==> src/rtl/rtc_upd_pkg.sv <==
package rtc_upd_pkg;

  // divider-control code that lets the prescaler run
  localparam logic [2:0] DIV_RUN = 3'b010;

  typedef enum logic [1:0] {
    ST_IDLE = 2'd0,
    ST_WARN = 2'd1,
    ST_LOCK = 2'd2
  } seqState_t;

  // strobes from control to datapath
  typedef struct packed {
    logic clrPre;
    logic advPre;
    logic clrLock;
    logic advLock;
  } ctlStrb_t;

endpackage

==> src/rtl/rtc_upd_dpath.sv <==
module rtc_upd_dpath
  import rtc_upd_pkg::*;
#(
  parameter int PRESCALE_BITS = 15,
  parameter int LEAD_TICKS    = 8,
  parameter int UPDATE_TICKS  = 65
) (
  input  logic     clk,
  input  logic     rstN,
  input  ctlStrb_t strb,
  output logic     leadHit,
  output logic     wrapHit,
  output logic     lockLast
);

  localparam int PERIOD = 1 << PRESCALE_BITS;
  localparam int LOCK_W = $clog2(UPDATE_TICKS + 1);
  localparam logic [PRESCALE_BITS-1:0] LEAD_PRE = PRESCALE_BITS'(PERIOD - LEAD_TICKS - 1);
  localparam logic [LOCK_W-1:0] LOCK_END = LOCK_W'(UPDATE_TICKS - 1);

  logic [PRESCALE_BITS-1:0] preCnt;
  logic [LOCK_W-1:0]        lockCnt;

  // prescaler over reference ticks
  always_ff @(posedge clk or negedge rstN) begin
    if (!rstN)            preCnt <= '0;
    else if (strb.clrPre) preCnt <= '0;
    else if (strb.advPre) preCnt <= preCnt + 1'b1;
  end

  // ticks elapsed inside the lockout window
  always_ff @(posedge clk or negedge rstN) begin
    if (!rstN)             lockCnt <= '0;
    else if (strb.clrLock) lockCnt <= '0;
    else if (strb.advLock) lockCnt <= lockCnt + 1'b1;
  end

  // next tick brings the count to the warning point
  assign leadHit  = (preCnt == LEAD_PRE);
  // next tick rolls the prescaler over
  assign wrapHit  = &preCnt;
  // next tick completes the lockout window
  assign lockLast = (lockCnt == LOCK_END);

endmodule

==> src/rtl/rtc_upd_ctrl.sv <==
module rtc_upd_ctrl
  import rtc_upd_pkg::*;
(
  input  logic       clk,
  input  logic       rstN,
  input  logic       refTick,
  input  logic       setMode,
  input  logic [2:0] divCtl,
  input  logic       leadHit,
  input  logic       wrapHit,
  input  logic       lockLast,
  output ctlStrb_t   strb,
  output logic       uipFlag,
  output logic       busLock,
  output logic       incStrobe,
  output logic       updEnd
);

  seqState_t state;
  logic      running;

  assign running = !setMode && (divCtl == DIV_RUN);

  always_comb begin
    strb.clrPre  = !running;
    strb.advPre  = running && refTick;
    strb.clrLock = !running || (state != ST_LOCK);
    strb.advLock = running && refTick && (state == ST_LOCK);
  end

  always_ff @(posedge clk or negedge rstN) begin
    if (!rstN) begin
      state     <= ST_IDLE;
      incStrobe <= 1'b0;
      updEnd    <= 1'b0;
    end else if (!running) begin
      state     <= ST_IDLE;
      incStrobe <= 1'b0;
      updEnd    <= 1'b0;
    end else begin
      incStrobe <= 1'b0;
      updEnd    <= 1'b0;
      if (refTick) begin
        case (state)
          ST_IDLE: if (leadHit) state <= ST_WARN;
          ST_WARN: if (wrapHit) begin
            state     <= ST_LOCK;
            incStrobe <= 1'b1;
          end
          ST_LOCK: if (lockLast) begin
            state  <= ST_IDLE;
            updEnd <= 1'b1;
          end
          default: state <= ST_IDLE;
        endcase
      end
    end
  end

  assign uipFlag = (state != ST_IDLE);
  assign busLock = (state == ST_LOCK);

endmodule

==> src/rtl/rtc_update_sequencer.sv <==
module rtc_update_sequencer
  import rtc_upd_pkg::*;
#(
  parameter int PRESCALE_BITS = 15,
  parameter int LEAD_TICKS    = 8,
  parameter int UPDATE_TICKS  = 65
) (
  input  logic       clk,
  input  logic       rstN,
  input  logic       refTick,
  input  logic       setMode,
  input  logic [2:0] divCtl,
  output logic       uipFlag,
  output logic       busLock,
  output logic       incStrobe,
  output logic       updEnd
);
  // LEAD_TICKS + UPDATE_TICKS must stay below 2**PRESCALE_BITS, LEAD_TICKS >= 1

  ctlStrb_t strb;
  logic     leadHit;
  logic     wrapHit;
  logic     lockLast;

  rtc_upd_ctrl u_ctrl (
    .clk       (clk),
    .rstN      (rstN),
    .refTick   (refTick),
    .setMode   (setMode),
    .divCtl    (divCtl),
    .leadHit   (leadHit),
    .wrapHit   (wrapHit),
    .lockLast  (lockLast),
    .strb      (strb),
    .uipFlag   (uipFlag),
    .busLock   (busLock),
    .incStrobe (incStrobe),
    .updEnd    (updEnd)
  );

  rtc_upd_dpath #(
    .PRESCALE_BITS (PRESCALE_BITS),
    .LEAD_TICKS    (LEAD_TICKS),
    .UPDATE_TICKS  (UPDATE_TICKS)
  ) u_dpath (
    .clk      (clk),
    .rstN     (rstN),
    .strb     (strb),
    .leadHit  (leadHit),
    .wrapHit  (wrapHit),
    .lockLast (lockLast)
  );

endmodule

==> config.mk <==
export PLATFORM = sky130hd
export DESIGN_NAME = rtc_update_sequencer
export DESIGN_NICKNAME = d
export VERILOG_FILES = /design/src/rtl/rtc_upd_pkg.sv /design/src/rtl/rtc_upd_dpath.sv /design/src/rtl/rtc_upd_ctrl.sv /design/src/rtl/rtc_update_sequencer.sv
export SDC_FILE = /design/constraint.sdc
export NUM_CORES = 1
export LEC_CHECK = 0
export ABC_CLOCK_PERIOD_IN_PS = 2750
export BUFFER_PORTS_ARGS = -buffer_cell sky130_fd_sc_hd__buf_2
export CAP_MARGIN = 25
export CORE_UTILIZATION = 40
export CTS_CLUSTER_DIAMETER = 60
export CTS_CLUSTER_SIZE = 20
export DETAILED_ROUTE_END_ITERATION = 10
export PLACE_DENSITY = 0.57
export SLEW_MARGIN = 20
export SYNTH_ARGS = -nofsm -noshare
export SYNTH_HDL_FRONTEND = slang
export SYNTH_HIERARCHICAL = 1
export SYNTH_SLANG_ARGS = --single-unit
==> constraint.sdc <==
create_clock -name clk -period 2.75 [get_ports clk]
set_input_delay 0.1375 -clock clk [delete_from_list [all_inputs] [get_ports clk]]
set_output_delay 0.1375 -clock clk [all_outputs]
set_load 0.05 [all_outputs]
Word level (Yosys, flattened, before mapping)
Index checks and enable logic that the tools add are counted.
- bitwise operators: 0
- multipliers: 0
- shifts and indexed selects: 0
- reductions and logical operators: 11
- add/sub/neg operators: 2
- $lt $le $gt $ge: 0
- divide/modulo/power cells: 0
- equality and inequality tests: 11
- muxes and demuxes: 18
- operators with widths (operator ; number):
    2-to-1 mux 15 bit ; 2
    adder 15 x 1 -> 15 bit (second input constant) ; 1
    equality test 15 bit (second input constant) ; 1
    AND reduction 15 bit ; 1
    2-to-1 mux 7 bit ; 2
    2-to-1 mux 2 bit ; 5
    2-to-1 mux 1 bit ; 8
    adder 7 x 1 -> 7 bit (second input constant) ; 1
    equality test 7 bit (second input constant) ; 1
    inequality test 2 bit (second input constant) ; 3
    inequality test 3 bit (second input constant) ; 2
    one-hot mux 2 bit (3 select lines) ; 1
    AND reduction 4 bit ; 1
    nonzero test 2 bit ; 2
    equality test 3 x 2 -> 1 bit (second input constant) ; 1
    logical AND 1 bit ; 3
    inequality test 3 x 2 -> 1 bit (second input constant) ; 1
    equality test 2 x 1 -> 1 bit (second input constant) ; 1
    equality test 2 bit (second input constant) ; 1
    logical NOT 1 bit ; 2
    logical NOT 2 bit ; 1
    logical OR 1 bit ; 1
- memory bits (read-only): 0
- bits in latches: 0
- memories kept: 0
- logic and storage cells: 47
- bits in registers: 26
- output and inout bits: 4
- memory bits (writable): 0

Logic depth before layout (Yosys ltp)
Gate-level depths: netlist of run 1.
- depth in word-level cells: 6
- gate-level depth with buffers: 7
- depth with buffers taken out: 6

Modules after synthesis
Netlist of run 1, hierarchy kept.
- by module, submodules not included (module ; seq. area each (um^2) ; area an instance (um^2) ; instances ; cells each):
    rtc_upd_dpath ; 550.5 ; 1101.1 ; 1 ; 112
    rtc_upd_ctrl ; 100.1 ; 224.0 ; 1 ; 24

Least setup slack after synthesis of run 1
Ideal clock, no wire load.
- kind: flip-flop to flip-flop
- from: reg u_ctrl.state[0]
- to: reg u_dpath.lockCnt[6]
- library setup time: 0.077 ns
- path slack: 0.374 ns
- data arrival time: 2.299 ns
- data required time: 2.673 ns
- cell stages (with the launch flop): 7
- period minus slack after synthesis: 2.376 ns
- cell sequence: dfrtp_1 > nor2b_1 > nor2b_4 > and2_1 > nand4_1 > or3_1 > a21oi_1
- RTL lines (item ; line ; RTL):
    from (decl) ; rtc_upd_ctrl.sv:19 ; seqState_t state;
    from (signal assigned) ; rtc_upd_ctrl.sv:33 ; state <= ST_IDLE;
    from (signal assigned) ; rtc_upd_ctrl.sv:37 ; state <= ST_IDLE;
    from (signal assigned) ; rtc_upd_ctrl.sv:45 ; ST_IDLE: if (leadHit) state <= ST_WARN;
    to (signal assigned) ; rtc_upd_dpath.sv:35 ; else if (strb.advLock) lockCnt <= lockCnt + 1'b1;
    to (decl) ; rtc_upd_dpath.sv:22 ; logic [LOCK_W-1:0] lockCnt;

Final worst setup path of run 1
- from: reg u_dpath.preCnt[8]
- to: reg u_ctrl.state[1]
- cells in the longest elaborated chain, start to end: 3
- RTL lines (item ; line ; RTL):
    from (decl) ; rtc_upd_dpath.sv:21 ; logic [PRESCALE_BITS-1:0] preCnt;
    from (signal assigned) ; rtc_upd_dpath.sv:28 ; else if (strb.advPre) preCnt <= preCnt + 1'b1;
    AND reduction 15 bit ; rtc_upd_dpath.sv:41 ; assign wrapHit = &preCnt;
    named net wrapHit ; rtc_update_sequencer.sv:22 ; logic wrapHit;
    inequality test 3 x 2 -> 1 bit (no source line) ; - ;
    AND reduction 4 bit (no source line) ; - ;
The timed path passes the listed nets, and every way through them passes these cells.
A chain may end at the register's enable or synchronous reset.

==> results.ini, run 1 <==
[run_status]
outcome=finished clean

[routing]
num_vias=975
firstDrtPassIters=4
wl_per_cell_um=12.2
ant_nets=0
via_per_inst=5.03
drt_iter0_markers=32
drt-total-wl_um=2360
drcViolationCount=0

[hold_path]
hold_path.class=primary input to flip-flop

[global_routing]
antenna_found_initial=0
grt_pass1_wl_um=4060
track_usage=0.157
grt_max_degree=27
grt_pass1_vias=911
grt_overflow=0

[sta]
worst_pin_slew_ns=0.596
fin_tns_setup_ns=0
relSlewSlack=0.602
max_freq_ghz=0.534
final_hold_viol_count=0
fin_skew_ns=0.0157
setup_viol=0
drv_slew=0
rsz0062_at_grt=false
period_minus_slack_ns=1.87
fin_crit_sh=0.681

[logic_synthesis]
synth_nets=146
syn_avg_cell_area_um2=9.74
ys_seq_area_frac=0.491
syn_inst=136
ys_ff_latch=26
synthesis.area_um2=1330
synth-edff-count=0
async_reset_ff_frac=1.00
synth_top_flop_cell=dfrtp_1
ys_warn_count=6
ys_types=31

[final_layout]
fin_nets=161
areaGrowthSynthToFinish_pct=11.0
n_antenna_cell=0
layout_common_cells=dfrtp_1, nor2_1, nand2_1
mostFrequentLayoutCell=dfrtp_1
drive_gt1_frac=0.140
finish.utilization=0.474

[worst_setup_path]
path_max_fanout=6
criticalPathCategory=flip-flop to flip-flop
cp-end-kind=flip-flop
cp-start-kind=flip-flop
cp.required_ns=3.00
critPathArrivalTime_ns=2.12

[power]
internal_power_w=0.000469
cellLeakagePower_nw=0.564
p_sw_w=0.000125
p_per_area_nw_per_um2=404
pwr-share-comb=0.032
ir_drop_mv=0.165
seq_power_share=0.644
power.share.clock=0.325
swShare=0.210

[cts]
cts_resized=0
cts-root-buf=clkbuf_4
path_clk_slew_ns=0.13
cts_max_level=1
cts.path.max_buffers=2
cts_tree=built
cts_sinks=26
clock_latency_ns=0.32
numCtsBuffers=3

[floorplan]
die_h_um=59.6
ios=11
start_util=0.427
die_area_um2=3550
rows=20
core_um2=3100
die_w_um=59.6

[place]
portBuffers=10
hpwl_um=1750
gp_congestion=0.735

[job]
cap_viol_max_count=0

[layer usage]
layer,wire length [µm],track usage
met2,1110,0.247
met5,0,0
met1,1160,0.216
met3,67,0.0197
met4,21,0.0698
[power groups by stage]
| stage | Sequential [W] | Combinational [W] | Clock [W] |
|---|---|---|---|
| 6_report | 0.000382 | 0.0000187 | 0.000193 |
| 3_5_place_dp | 0.000390 | 0.0000185 | 0 |
| 3_3_place_gp | 0.000390 | 0.0000182 | 0 |
| 4_1_cts | 0.000382 | 0.0000197 | 0.000202 |
| 5_1_grt | 0.000383 | 0.0000218 | 0.000219 |
| 2_1_floorplan | 0.000390 | 0.00000538 | 0 |
[layout make-up]
class	count	area, µm²
fillers	327	1630
flip-flops and latches	26	651
well taps	44	55.1
inverters	8	30.0
multi-input cells	99	624
clock buffers	4	36.3
repair buffers	13	75.1
[logic make-up (layout without fill, tap and decap cells)]
family	count (synthesis)	in the layout	share of synthesized area
xor gates and xnor gates	14	14	0.0925
AOI/OAI and AO/OA	18	18	0.0916
muxes	2	2	0.0151
and+or+nand+nor	62	62	0.244
buffers and inverters	11	25	0.0378
DFF	26	26	0.491
adders and majority gates	3	3	0.0283
[critical path, stage by stage, from the launching register on]
cell      delay [ns]
dfrtp_1         0.42
nand3_1         0.21
or2_2           0.37
nor4_1          0.41
nand4b_1        0.23
a21oi_1         0.17
[per-stage QoR]
step           worst slack [ns]  hold WS [ns]  instance area (µm²)  std cells  power, W
6_report                  0.878         0.116                 1470        194  0.000594
5_1_grt                   0.657        0.0935                 1470        194  0.000623
4_1_cts                   0.883        0.0939                 1470        194  0.000605
3_5_place_dp              0.535         0.165                 1430        189  0.000408
3_3_place_gp              0.581         0.169                 1430        189  0.000408
2_1_floorplan             0.374        -0.158                 1330        136  0.000395
[final timing paths]
path                                     from                  to  slack [ns]  depth (start not counted)
max                         u_dpath/preCnt[8]     u_ctrl/state[1]        0.88                          5
min                                   refTick       u_ctrl/updEnd        0.12                          2
max reg2reg                 u_dpath/preCnt[8]     u_ctrl/state[1]        0.88                          5
min reg2reg                u_dpath/preCnt[13]  u_dpath/preCnt[13]        0.56                          2
max in group asynchronous                rstN  u_dpath/lockCnt[5]        2.05                          2
min in group asynchronous                rstN   u_dpath/preCnt[7]        0.31                          2
[cell usage after synthesis (2+ instances only)]
cell type / count / area [µm²]
a21oi_1: 8 / 40.0
and3_1: 2 / 12.5
dfrtp_1: 26 / 651
ha_1: 3 / 37.5
inv_1: 8 / 30.0
mux2i_1: 2 / 20.0
nand2_1: 11 / 41.3
nand3_1: 4 / 20.0
nand4_1: 3 / 18.8
nor2_1: 20 / 75.1
nor3_1: 2 / 10.0
nor4_1: 7 / 43.8
o21ai_0: 6 / 30.0
or3_1: 5 / 31.3
xnor2_1: 9 / 78.8
xor2_1: 5 / 43.8
[flip-flops by register name, indices dropped and copies added, names as in the netlist]
| signal | flops |
|---|---|
| u_dpath/preCnt | 15 |
| u_dpath/lockCnt | 7 |
| u_ctrl/state | 2 |
| u_ctrl/incStrobe | 1 |
| u_ctrl/updEnd | 1 |
[repair_timing]
item,CTS,global route
setup buffers,0,0
hold buffers,1,0
endpoints found under the hold margin,26,0
(Power assumes the default switching activity.)
==> run 2, diff against run 1 <==
Settings changed: ABC_CLOCK_PERIOD_IN_PS 2750 to 1500, PLACE_DENSITY 0.57 to 0.59.
Clock period 2.75 ns to 1.5 ns, I/O delays scaled along.
==> run 2 against run 1 <==
The flow now finishes with violations (setup timing); count of clock-buffer cells in the layout stayed put; first-iteration DRC count fell by 41%; clock power increased by 83%; critical endpoint is now u_dpath/preCnt[13]; non-clock buffer count up 32; flip-flop and latch count unchanged; cell area grew 25%; largest power group unchanged; critical path depth is 2 higher; sequential share of layout area shrank 8.8 points; core utilization grew 12 points; setup slack got worse by 0.97 ns; critical path type is now primary input to flip-flop; combinational power is 120% higher; sequential power rose by 84%.
==> results.ini, run 2 (synthesis results as in run 1) <==
[power]
seq_power_share=0.639  ; -0.005
p_total_w=0.00110  ; +85%
p_sw_w=0.000233  ; +86%
ir_drop_mv=0.402  ; +140%
cellLeakagePower_nw=0.779  ; +38%
internal_power_w=0.000865  ; +84%
p_per_area_nw_per_um2=597  ; +48%
pwr-share-comb=0.038  ; +0.006
swShare=0.212  ; +0.00152
power.share.clock=0.323  ; -0.002

[cts]
cts.path.max_buffers=2  ; unchanged
clock_latency_ns=0.32  ; about the same
cts_max_level=1  ; unchanged
numCtsBuffers=3  ; unchanged
cts_tree=built
path_clk_slew_ns=0.15  ; +0.02 ns
cts_sinks=26  ; unchanged
cts-root-buf=clkbuf_4

[sta]
fin_tns_setup_ns=-0.138  ; -0.138 ns
max_freq_ghz=0.626
rsz0062_at_grt=true
fin_ws_ns=-0.0971  ; -0.975 ns
period_minus_slack_ns=1.60
worst_pin_slew_ns=0.594  ; -0.00190 ns
relSlewSlack=0.604  ; +0.00167
final_hold_viol_count=0  ; unchanged
fin_crit_sh=1.06
drv_slew=0  ; unchanged
fin_skew_ns=0.0127  ; -0.00308 ns
setup_viol=5  ; +5

[worst_setup_path]
rrSetupSlack_ns=-0.08  ; -0.96 ns
cp.required_ns=1.76  ; -1.24 ns
criticalPathCategory=primary input to flip-flop
cp-end-kind=flip-flop
r2r-start=u_dpath/preCnt[5]
cp-start-kind=primary input
critPathArrivalTime_ns=1.86  ; -0.26 ns
path_max_fanout=3  ; -3
startpoint=setMode

[final_layout]
mostFrequentLayoutCell=buf_4
largest_reg_flops=15  ; unchanged
top_register=u_dpath/preCnt
fillers=289  ; -12%
areaGrowthSynthToFinish_pct=38.6
layout_common_cells=buf_4, dfrtp_1, nor2_1
top_regs=u_dpath/preCnt (15), u_dpath/lockCnt (7), u_ctrl/state (2)
fin_nets=193  ; +20%
n_antenna_cell=0  ; unchanged
drive_gt1_frac=0.368  ; +0.228

[global_routing]
grt_pass1_vias=1105  ; +21%
grt_pass1_wl_um=4640  ; +14%
track_usage=0.177  ; +0.0204
grt_max_degree=27  ; unchanged
antenna_found_initial=0  ; unchanged
grt_overflow=0  ; unchanged

[run_status]
outcome=finished with violations
violations=setup timing

[floorplan]
start_util=0.427  ; unchanged
die_w_um=59.6  ; unchanged
rows=20  ; unchanged
die_h_um=59.6  ; unchanged
core_um2=3100  ; unchanged
die_area_um2=3550  ; unchanged
ios=11  ; unchanged

[routing]
wl_per_cell_um=12.3  ; +0.93%
drt_iter0_markers=19  ; -41%
via_per_inst=4.91  ; -2.4%
firstDrtPassIters=4  ; unchanged
drt-total-wl_um=2780  ; +18%
ant_nets=0  ; unchanged
drcViolationCount=0  ; unchanged
num_vias=1109  ; +14%

[place]
hpwl_um=1900  ; +8.9%
gp_congestion=0.725  ; -1.3%
portBuffers=10  ; unchanged

[job]
cap_viol_max_count=0  ; unchanged

[hold_path]
hold_path.class=primary input to flip-flop
min_from=refTick

run 2: cell type report:
class | instances | area [µm²] | share of cell area
multi-input cells | 99 | 736 | 0.401
flip-flops and latches | 26 | 651 | 0.354
inverters | 8 | 30.0 | 0.0163
clock buffers | 4 | 36.3 | 0.0198
well taps | 44 | 55.1 | 0.0300
repair buffers | 45 | 329 | 0.179
run 2: final timing paths:
kind | endpoint | depth (start not counted)
worst max register to register | u_dpath/preCnt[13] | 4
min in group asynchronous | u_dpath/preCnt[9] | 2
worst max-delay path | u_dpath/preCnt[13] | 7
worst min register to register | u_dpath/lockCnt[6] | 2
max in group asynchronous | u_dpath/preCnt[12] | 2
worst min-delay path | u_ctrl/state[0] | 4
run 2: per-stage QoR:
| stage | hold slack (ns) | worst slack, ns | cell area, µm² | utilization | std cells |
|---|---|---|---|---|---|
| after floorplan | -0.221 | -0.525 | 1350 | - | 136 |
| after global placement | 0.111 | -0.458 | 1650 | 0.531 | 215 |
| after detailed placement | 0.115 | -0.495 | 1650 | 0.531 | 215 |
| after CTS | 0.0462 | -0.0876 | 1760 | 0.566 | 222 |
| after global routing | 0.0629 | -0.142 | 1840 | 0.592 | 226 |
| final | 0.0630 | -0.0971 | 1840 | 0.592 | 226 |
run 2: what timing repair did:
item,4_1_cts,5_1_grt
hold buffers,1,0
buffers inserted,2,4
endpoints found under the hold margin,26,0
resized for setup,7,12
pin swaps,4,7
setup endpoints to repair,10,16
run 2: power groups by stage:
stage | logic (W) | clock network [W] | registers [W]
2_1_floorplan | 0.0000112 | 0 | 0.000715
3_3_place_gp | 0.0000377 | 0 | 0.000714
3_5_place_dp | 0.0000389 | 0 | 0.000714
4_1_cts | 0.0000426 | 0.000373 | 0.000701
5_1_grt | 0.0000466 | 0.000398 | 0.000701
6_report | 0.0000417 | 0.000354 | 0.000701
run 2: routing by layer:
layer | up-vias | track usage | share of wire
li1 | 564 | - | -
met1 | 530 | 0.211 | 0.46
met2 | 13 | 0.310 | 0.50
met3 | 2 | 0.0197 | 0.024
met4 | 0 | 0.0963 | 0.012
met5 | - | 0 | 0
run 2: critical path, stage by stage:
cell and delay, ns:
buf_6 0.09, or4b_4 0.55, nor2_4 0.15, o2111ai_4 0.12, or3_1 0.34, or4_1 0.40, a21oi_1 0.13
==> run 3, diff against run 2 <==
--- a/config.mk
+++ b/config.mk
@@ -14,3 +14,3 @@
 export DETAILED_ROUTE_END_ITERATION = 10
-export PLACE_DENSITY = 0.59
+export RECOVER_POWER = 100
 export SLEW_MARGIN = 20
==> constraint.sdc (replaced) <==
create_clock -name clk -period 1.5 [get_ports clk]
set_input_delay 0.3 -clock clk [delete_from_list [all_inputs] [get_ports clk]]
set_output_delay 0.3 -clock clk [all_outputs]
set_load 0.05 [all_outputs]
==> run 3 against run 2 <==
The flow still finishes with violations (setup timing); flip-flop and latch count did not move; sequential power barely moved; via count rose by 3.7%; total power fell by 5.2%; die area did not move; clock skew fell by 0.0081 ns; routed wire length rose by 12%; largest power group unchanged; combinational power rose by 18%; critical path depth did not move; count of clock-buffer cells in the layout fell by 1; largest cell class unchanged; worst hold slack improved by 0.29 ns; cell area rose by 6.9%.
==> results.ini, run 3 (synthesis results as in run 1) <==
[routing]
drt-total-wl_um=3100  ; +12%
drcViolationCount=0  ; unchanged
via_per_inst=5.07  ; +3.2%
firstDrtPassIters=4  ; unchanged
drt_iter0_markers=38  ; +19
ant_nets=0  ; unchanged
wl_per_cell_um=13.7  ; +11%
num_vias=1150  ; +3.7%

[power]
internal_power_w=0.000815  ; -5.7%
cellLeakagePower_nw=0.775  ; -0.45%
p_sw_w=0.000224  ; -3.5%
p_per_area_nw_per_um2=530  ; -11%
swShare=0.216  ; +0.00386
seq_power_share=0.674  ; +0.035
ir_drop_mv=0.293  ; -27%
pwr-share-comb=0.047  ; +0.009
power.share.clock=0.278  ; -0.045

[global_routing]
grt_use_met3=0.0284  ; +0.00873
antenna_found_initial=0  ; unchanged
grt_max_degree=27  ; unchanged
use_met2=0.307  ; -0.00321
top_usage_layer=met2
grt_overflow=0  ; unchanged
grt_pass1_wl_um=4840  ; +4.5%
grt_pass1_vias=1083  ; -2.0%
grtUsageMet1=0.246  ; +0.0346
track_usage=0.184  ; +0.00704

[hold_path]
hold_path.class=primary input to flip-flop

[cts]
cts_sinks=26  ; unchanged
numCtsBuffers=3  ; unchanged
cts-root-buf=clkbuf_4
path_clk_slew_ns=0.13  ; -0.02 ns
cts_max_level=1  ; unchanged
cts_tree=built
clock_latency_ns=0.31  ; about the same
cts.path.max_buffers=2  ; unchanged

[worst_setup_path]
criticalPathCategory=primary input to flip-flop
cp-end-kind=flip-flop
crit_chain=buf_6 > or4b_4 > nor2_4 > o2111ai_4 > or3_4 > or4_4 > a21oi_2
critPathArrivalTime_ns=2.09  ; +0.23 ns
cp.required_ns=1.75  ; about the same
cpMaxStageDelayCell=or4b_4
path_max_fanout=2  ; -1
cp-start-kind=primary input
cp_slowest_stage_delay_ns=0.56  ; about the same

[sta]
period_minus_slack_ns=1.83  ; +0.237 ns
max_freq_ghz=0.545  ; -13%
rsz0062_at_grt=true
worst_pin_slew_ns=0.655  ; +0.0608 ns
setup_viol=16  ; +11
hold_ws_ns=0.352  ; +0.289 ns
fin_skew_ns=0.00454  ; -0.00812 ns
fin_ws_ns=-0.334  ; -0.237 ns
relSlewSlack=0.563  ; -0.0406
final_hold_viol_count=0  ; unchanged
fin_crit_sh=1.22  ; +0.158
drv_slew=0  ; unchanged

[final_layout]
mostFrequentLayoutCell=buf_4
fin_area_um2=1960  ; +6.9%
drive_gt1_frac=0.475  ; +0.107
finalNonFillerCells=227  ; +0.44%
regArea_um2=654  ; +0.58%
areaGrowthSynthToFinish_pct=48.2
n_antenna_cell=0  ; unchanged
multi_input_area_um2=830  ; +13%
largest_reg_flops=15  ; unchanged
fillers=266  ; -8.0%
top_register=u_dpath/preCnt
fin_nets=195  ; +1.0%
top_regs=u_dpath/preCnt (15), u_dpath/lockCnt (7), u_ctrl/state (2)
layout_common_cells=buf_4, dfrtp_1, nor2_1

[floorplan]
rows=20  ; unchanged
die_h_um=59.6  ; unchanged
die_w_um=59.6  ; unchanged
ios=11  ; unchanged
core_um2=3100  ; unchanged
die_area_um2=3550  ; unchanged
start_util=0.427  ; unchanged

[place]
gp_congestion=0.857  ; +18%
portBuffers=10  ; unchanged
place_ws_ns=-0.701  ; -0.206 ns
dp_cells=213  ; -0.93%
hpwl_um=1950  ; +2.7%
placed_area_um2=1640  ; -0.76%

[run_status]
violations=setup timing
outcome=finished with violations

[job]
cap_viol_max_count=0  ; unchanged

[run 3: worst paths after layout]
check	slack [ns]	endpoint	from	depth (start not counted)
max	-0.33	u_dpath/preCnt[13]	divCtl[2]	7
min	0.35	u_ctrl/updEnd	refTick	3
max reg2reg	-0.11	u_dpath/preCnt[13]	u_dpath/preCnt[1]	5
min reg2reg	0.57	u_dpath/preCnt[10]	u_dpath/preCnt[10]	2
max in group asynchronous	0.52	u_dpath/preCnt[2]	rstN	2
min in group asynchronous	0.53	u_dpath/preCnt[5]	rstN	2
[run 3: metrics by stage]
step	setup TNS (ns)	power (W)	utilization
3_5_place_dp	-10.76	0.000756	0.527
2_1_floorplan	-6.38	0.000726	-
3_3_place_gp	-10.32	0.000756	0.527
4_1_cts	-2.79	0.00105	0.580
5_1_grt	-4.08	0.00109	0.633
6_report	-3.38	0.00104	0.633
[run 3: power by group through the flow]
stage	registers, W	logic (W)	clock network [W]
global placement	0.000714	0.0000413	0
floorplan	0.000715	0.0000112	0
global route	0.000701	0.0000554	0.000338
detailed placement	0.000714	0.0000418	0
CTS	0.000701	0.0000484	0.000305
finish	0.000701	0.0000494	0.000289
[run 3: repair_timing]
item	4_1_cts	5_1_grt
gates resized for setup	22	25
setup buffers	4	7
endpoints found under the setup margin	21	22
pin swaps	10	16
hold buffers	1	0
hold endpoints to repair	26	0
[run 3: cell type report]
cell class / instances / share of cell area
timing repair buffer: 47 / 0.189
inverter: 8 / 0.0153
clock buffer: 3 / 0.0115
sequential: 26 / 0.333
tap: 44 / 0.0280
multi-input combinational: 99 / 0.423
[run 3: per-layer routing]
layer	share of wire	vias up
li1	-	563
met1	0.45	569
met2	0.52	14
met3	0.019	4
met4	0.013	0
met5	0	-
[run 3: worst max-delay path: cells and delay by family]
family | cells | cell delay (ns)
AO/OA/AOI/OAI | 2 | 0.24
buffers and inverters | 1 | 0.09
AND/OR/NAND/NOR | 4 | 1.46
